`src/rtl/tdl_pkg.sv`:
```
package tdl_pkg;

  // Depth of one shift segment and the width of its local stage index.
  localparam int SEG_DEPTH = 16;
  localparam int SEG_AW    = $clog2(SEG_DEPTH);

  // Strobes from the control section to the datapath.
  typedef struct packed {
    logic              shift;     // advance every stage this edge
    logic [SEG_AW-1:0] localIdx;  // stage index inside the chosen segment
  } tdl_strobe_t;

endpackage

```
`src/rtl/tdl_segment.sv`:
```
module tdl_segment #(
  parameter int DEPTH = 16,
  localparam int AW   = $clog2(DEPTH)
) (
  input  logic          clk,
  input  logic          shift,
  input  logic          serialIn,
  input  logic [AW-1:0] localIdx,
  output logic          tapOut,
  output logic          headOut,
  output logic          cascadeOut
);

  // Stored bits; stage 0 is the newest. Power-up value only, no reset.
  logic [DEPTH-1:0] stages = '0;

  always_ff @(posedge clk) begin
    if (shift) begin
      stages <= {stages[DEPTH-2:0], serialIn};
    end
  end

  assign tapOut     = stages[localIdx];
  assign headOut    = stages[0];
  assign cascadeOut = stages[DEPTH-1];

  logic pastValid = 1'b0;
  always_ff @(posedge clk) pastValid <= 1'b1;

  AST_SEG_HOLD: assert property (@(posedge clk) disable iff (!pastValid)
    !$past(shift) |-> $stable(stages)) else $error("segment moved while disabled");
  AST_SEG_ENTRY: assert property (@(posedge clk) disable iff (!pastValid)
    $past(shift) |-> (headOut == $past(serialIn))) else $error("entry stage wrong");
  AST_SEG_EXIT: assert property (@(posedge clk) disable iff (!pastValid)
    $past(shift) |-> (cascadeOut == $past(stages[DEPTH-2]))) else $error("exit stage wrong");

endmodule

```
`src/rtl/tdl_ctrl.sv`:
```
module tdl_ctrl
  import tdl_pkg::*;
#(
  parameter int NUM_SEGS = 8,
  localparam int TOTAL    = NUM_SEGS * SEG_DEPTH,
  localparam int ADDR_W   = $clog2(TOTAL)
) (
  input  logic              clk,
  input  logic              shiftEn,
  input  logic [ADDR_W-1:0] tapAddr,
  output tdl_strobe_t       strobe,
  output logic [NUM_SEGS-1:0] segSel
);

  assign strobe.shift    = shiftEn;
  assign strobe.localIdx = tapAddr[SEG_AW-1:0];

  // Segment decode: one-hot on the upper address bits.
  generate
    if (NUM_SEGS == 1) begin : g_single
      assign segSel = 1'b1;
    end else begin : g_multi
      localparam int SIDX_W = ADDR_W - SEG_AW;
      logic [SIDX_W-1:0] segIdx;
      assign segIdx = tapAddr[ADDR_W-1:SEG_AW];
      for (genvar k = 0; k < NUM_SEGS; k++) begin : g_dec
        assign segSel[k] = (segIdx == SIDX_W'(k));
      end
    end
  endgenerate

  logic pastValid = 1'b0;
  always_ff @(posedge clk) pastValid <= 1'b1;

  AST_SEL_ONEHOT: assert property (@(posedge clk) disable iff (!pastValid)
    ({1'b0, tapAddr} < (ADDR_W+1)'(TOTAL)) |-> ($countones(segSel) == 1))
    else $error("segment select not one-hot");

endmodule

```
`src/rtl/tdl_datapath.sv`:
```
module tdl_datapath
  import tdl_pkg::*;
#(
  parameter int NUM_SEGS = 8
) (
  input  logic                clk,
  input  tdl_strobe_t         strobe,
  input  logic [NUM_SEGS-1:0] segSel,
  input  logic                serialIn,
  output logic                tapOut,
  output logic                cascadeOut
);

  logic [NUM_SEGS:0]   link;     // link[k] feeds segment k
  logic [NUM_SEGS-1:0] segTaps;
  logic [NUM_SEGS-1:0] segHeads;

  logic pastValid = 1'b0;
  always_ff @(posedge clk) pastValid <= 1'b1;

  assign link[0] = serialIn;

  generate
    for (genvar k = 0; k < NUM_SEGS; k++) begin : g_seg
      tdl_segment #(.DEPTH(SEG_DEPTH)) u_seg (
        .clk       (clk),
        .shift     (strobe.shift),
        .serialIn  (link[k]),
        .localIdx  (strobe.localIdx),
        .tapOut    (segTaps[k]),
        .headOut   (segHeads[k]),
        .cascadeOut(link[k+1])
      );
      if (k > 0) begin : g_link_chk
        AST_SEG_LINK: assert property (@(posedge clk) disable iff (!pastValid)
          $past(strobe.shift) |-> (segHeads[k] == $past(link[k])))
          else $error("segment link broken");
      end
    end
  endgenerate

  assign tapOut     = |(segTaps & segSel);
  assign cascadeOut = link[NUM_SEGS];

endmodule

```
`src/rtl/tap_delay_line.sv`:
```
module tap_delay_line
  import tdl_pkg::*;
#(
  parameter int NUM_SEGS = 8,
  localparam int ADDR_W  = $clog2(NUM_SEGS * SEG_DEPTH)
) (
  input  logic              clk,
  input  logic              shiftEn,
  input  logic              serialIn,
  input  logic [ADDR_W-1:0] tapAddr,
  output logic              tapOut,
  output logic              cascadeOut
);

  tdl_strobe_t         strobe;
  logic [NUM_SEGS-1:0] segSel;

  tdl_ctrl #(.NUM_SEGS(NUM_SEGS)) u_ctrl (
    .clk    (clk),
    .shiftEn(shiftEn),
    .tapAddr(tapAddr),
    .strobe (strobe),
    .segSel (segSel)
  );

  tdl_datapath #(.NUM_SEGS(NUM_SEGS)) u_dp (
    .clk       (clk),
    .strobe    (strobe),
    .segSel    (segSel),
    .serialIn  (serialIn),
    .tapOut    (tapOut),
    .cascadeOut(cascadeOut)
  );

  logic pastValid = 1'b0;
  always_ff @(posedge clk) pastValid <= 1'b1;

  AST_MIN_DELAY: assert property (@(posedge clk) disable iff (!pastValid)
    ($past(shiftEn) && (tapAddr == '0)) |-> (tapOut == $past(serialIn)))
    else $error("address 0 is not a one-edge delay");

endmodule

```
`config.mk`:
```
export PLATFORM = sky130hd
export DESIGN_NAME = tap_delay_line
export DESIGN_NICKNAME = d
export VERILOG_FILES = /design/src/rtl/tdl_pkg.sv /design/src/rtl/tdl_segment.sv /design/src/rtl/tdl_ctrl.sv /design/src/rtl/tdl_datapath.sv /design/src/rtl/tap_delay_line.sv
export SDC_FILE = /design/constraint.sdc
export NUM_CORES = 1
export LEC_CHECK = 0
export BUFFER_PORTS_ARGS = -buffer_cell sky130_fd_sc_hd__buf_2
export CAP_MARGIN = 20
export CORE_ASPECT_RATIO = 0.5
export CORE_MARGIN = 2
export CORE_UTILIZATION = 40
export DETAILED_ROUTE_END_ITERATION = 7
export GPL_TIMING_DRIVEN = 1
export PLACE_DENSITY_LB_ADDON = 0.25
export RECOVER_POWER = 50
export SLEW_MARGIN = 20
export SYNTH_ARGS = -nofsm -noshare
export SYNTH_HDL_FRONTEND = slang
export SYNTH_HIERARCHICAL = 1
export SYNTH_SLANG_ARGS = --single-unit
```
`constraint.sdc`:
```
create_clock -name clk -period 4.5 [get_ports clk]
set_input_delay 0.225 -clock clk [delete_from_list [all_inputs] [get_ports clk]]
set_output_delay 0.225 -clock clk [all_outputs]
set_load 0.05 [all_outputs]
```
## After elaboration in Yosys (flattened, before gate mapping)

Cells that the tools add are included.
Widths: inputs -> output; s select.

- Muxes and demuxes: 16
- Reduce and logical (&&, ||, !) cells: 2
- Bitwise logic cells: 1
- Equal/unequal tests: 7
- Magnitude comparators: 1

Operators with widths:

| kind | count |
|---|---|
| $bmux 1 s4 | 8 |
| $eq 3x3->1 const B | 4 |
| $and 8x8->8 | 1 |
| $mux 1 | 8 |
| $reduce_or 8->1 | 1 |
| $eq 3x2->1 const B | 2 |
| $lt 4x5->1 const B | 1 |
| $eq 3x1->1 const B | 1 |
| $logic_not 3->1 | 1 |

- Register bits: 128
- Output and inout port bits: 2

## Depth between registers and ports, before layout

- Depth in word-level cells: 4
- Gate-level depth with buffers: 6
- Gate-level depth less buffers: 5

## Modules after synthesis

The synthesis kept the hierarchy.

Modules (own cells, without submodules):

| module | instances | cells an instance | seq. area each (µm²) | area each (µm²) |
|---|---|---|---|---|
| tdl_segment | 8 | 23 | 480.5 | 615.6 |
| tdl_ctrl | 1 | 13 | 0.0 | 102.6 |
| tdl_datapath | 1 | 5 | 0.0 | 36.3 |

## Worst setup path after synthesis

Ideal clock, no wire load.

- Kind: input to output
- Start: input port tapAddr[0]
- End: output port tapOut
- Arrival time: 2025 ps
- Buffers on the path: 1
- Setup slack: 2250 ps
- Data required time: 4275 ps
- Stages on the path: 6
- Cells stage by stage: buf_4 -> mux4_1 -> mux2i_1 -> mux2i_1 -> a22oi_1 -> nand4_1

- Cells in the longest elaborated chain, start to end: 4
- Elaborated cells between the ends (all ways): 18
- Classes of those cells: mux (16); bitwise (1); reduce/logical (1)

RTL lines:

| element | RTL line | text |
|---|---|---|
| from (decl) | tap_delay_line.sv:10 | `input logic [ADDR_W-1:0] tapAddr,` |
| $bmux 1 s4 | tdl_segment.sv:23 | `assign tapOut = stages[localIdx];` |
| $mux 1 (implied by the code) | tdl_segment.sv:23 |  |
| named net u_dp.segTaps[5] | tdl_datapath.sv:15 | `logic [NUM_SEGS-1:0] segTaps;` |
| $and 8x8->8 | tdl_datapath.sv:42 | `assign tapOut = \|(segTaps & segSel);` |
| $reduce_or 8->1 | tdl_datapath.sv:42 |  |
| to (decl) | tap_delay_line.sv:11 | `output logic tapOut,` |

The timed path passes the listed nets, and every way through them passes these cells. The select of a mux whose other input is x is not followed.

## Worst setup path in the final report

Ends and elaborated chain as after synthesis.

==> results.cfg <==
[timing]
setup_violations = 0
finalCritPeriodShare = 0.610
max_slew.worst_pin.slew_ns = 2.25
fmax_ghz = 0.364
maxSlewHeadroom = -0.500
hold_viol = 0
slew_viol_final = 95
finClkSkew_ns = 0.00635
setup_tns_ns = 0
rsz0062_at_grt = false
post-route-min-period_ns = 2.74

[clock_tree]
htreeDepth = 4
cts_resized = 0
clk_pin_slew_worst_paths_ns = 0.05
cts-root-buf = clkbuf_16
cts_buffer_depth = 2
numCtsBuffers = 17
cts_sinks = 128
cts_tree = built
clk_latency_ns = 0.40

[die]
die_w_microns = 163
core-area_sq_um = 12100
io_pins = 12
die-area_sq_um = 13600
die_h_microns = 83.6
rows = 28
start_util = 0.419

[final_layout]
area_growth_pct = 15.4
drive_gt1_frac = 0.161
regMostFlops = u_dp/g_seg.u_seg/stages
largest_register_ffs = 128
seq_area_sq_um = 3840
antenna_cells = 0
multiInputGateArea_sq_um = 1180
fillers = 961
nNetsFinal = 239
top_regs = u_dp/g_seg.u_seg/stages: 128 flops

[setup_path]
crit_arrival_ns = 2.52
path_class = in2out
r2r-end = u_dp/g_seg[4].u_seg/stages[8]
setup.worst_path.start = tapAddr[0]
r2r_setup_slack_ns = 3.79
crit_fanout = 32
start_kind = input port
r2r-start = u_dp/g_seg[4].u_seg/stages[7]
cp.required_ns = 4.28
endpoint_kind = primary output
endpoint = tapOut
reg2reg_depth = 0

[routing]
drtPass1Iterations = 4
wire_per_inst_microns = 19.6
route.detailed.drc = 0
dr.first_iter.drc_count = 236
dr_total_vias = 2142
wl_mm = 7.98
via_per_inst = 5.26
ant_nets = 0

[worst_hold_path]
hp-class = reg2reg
worstHoldStart = u_dp/g_seg[1].u_seg/stages[6]

[synth]
synth_cells = 202
synth-seq-area-share = 0.759
yosysUniqueCellTypes = 10
synth_area_per_cell_sq_um = 25.1
postSynthRegisterBits = 128
synthesis.nets = 212
synth_area_sq_um = 5060
yosysWarnings = 6

[power]
p_seq_frac = 0.505
p_leak_nw = 2.09
p_sw_mw = 0.558
power_mw = 2.82
intPower_mw = 2.26
ir_drop_mv = 0.173
power_frac_clock = 0.445
sw_frac_of_total = 0.198
combPwrFrac = 0.050
power.density_cell_area_nw_per_um2 = 483

[global_route]
grt.total_usage = 0.127
grt_pass1_vias = 2283
antenna_found_initial = 0
overflow = 0
grt_first_pass_wirelength_mm = 12.7
grt_max_degree = 95

[placement]
gp_congestion = 0.695
hpwl_mm = 4.31
portBuffers = 11

[job]
cap_violations = 1

[outcome]
violations = capacitance limit, slew limit
status = finished, violations left
[how the worst min path moves through the flow]
stage | cells past startpoint | end
finish | 0 | u_dp/g_seg[1].u_seg/stages[7]
CTS | 0 | u_dp/g_seg[5].u_seg/stages[14]
global route | 0 | u_dp/g_seg[1].u_seg/stages[2]
floorplan | 0 | u_dp/g_seg[0].u_seg/stages[0]
global placement | 1 | u_dp/g_seg[0].u_seg/stages[0]
detailed placement | 1 | u_dp/g_seg[0].u_seg/stages[0]
[cell usage after synthesis]
master	count	area, sq um
a22oi_1	4	30.0
mux4_1	32	841
mux2i_1	24	240
edfxtp_1	128	3840
nand4_1	1	6.26
and3_2	1	7.51
nor3b_1	3	22.5
buf_4	5	37.5
and3b_2	3	30.0
nor3_1	1	5.00
[kinds of logic after synthesis]
kind of cell           share of synthesized area
muxes                                      0.213
DFF                                        0.759
buffers and inverters                    0.00741
AOI/OAI and AO/OA                        0.00593
and+or+nand+nor                           0.0141
[routing by layer]
metal / wire, microns / GRT usage / vias up
met2: 3760 / 0.186 / 28
li1: - / - / 972
met3: 215 / 0.0462 / 4
met5: 0 / 0 / -
met1: 3940 / 0.174 / 1138
met4: 65 / 0.0483 / 0
[worst max-delay path: stages]
cell and delay, ns:
buf_2 0.71, mux4_1 0.67, mux2i_1 0.15, mux2i_1 0.15
a22oi_1 0.24, nand4_1 0.14, buf_2 0.24
[final cells by class]
cell class / instances / share of cell area
Sequential cell: 128 / 0.658
Multi-Input combinational cell: 69 / 0.202
Clock buffer: 23 / 0.0766
Tap cell: 165 / 0.0353
Clock inverter: 9 / 0.0156
Timing Repair Buffer: 13 / 0.0124
[stage by stage]
step | hold WS (ns) | worst slack, ns | cells | instance area (sq um) | util
after CTS | 0.439 | 1.70 | 407 | 5850 | 0.484
after global placement | 0.407 | 1.69 | 374 | 5300 | 0.438
after detailed placement | 0.404 | 1.71 | 374 | 5300 | 0.438
after floorplan | 0.324 | 2.25 | 202 | 5060 | -
final | 0.437 | 1.76 | 407 | 5840 | 0.484
after global routing | 0.444 | 1.61 | 407 | 5840 | 0.484
[cells in the final DEF, fill, tap and decap left out]
master           n
clkbuf_2         1
and3_2           1
buf_4            1
clkinv_1         3
edfxtp_1       128
and3b_2          3
clkbuf_16       17
mux4_1          32
nand4_1          1
clkbuf_1         6
bufinv_16        2
nor3_1           1
dlygate4sd3_1    1
a22oi_1          4
buf_2           10
mux2i_1         24
clkinv_2         4
nor3b_1          3
[power groups by stage]
stage / Clock [mW] / Sequential [mW] / Combinational, mW
floorplan: 0 / 1.43 / 0.108
global placement: 0 / 1.44 / 0.141
detailed placement: 0 / 1.44 / 0.143
CTS: 1.29 / 1.42 / 0.144
global route: 1.35 / 1.43 / 0.152
finish: 1.26 / 1.42 / 0.141
[repair_timing]
| action | 4_1_cts | 5_1_grt |
|---|---|---|
| setup buffers | 0 | 0 |
| endpoints found under the hold margin | 1 | 0 |
| hold buffers | 1 | 0 |
Note: power is estimated with default switching activity, not from simulation.
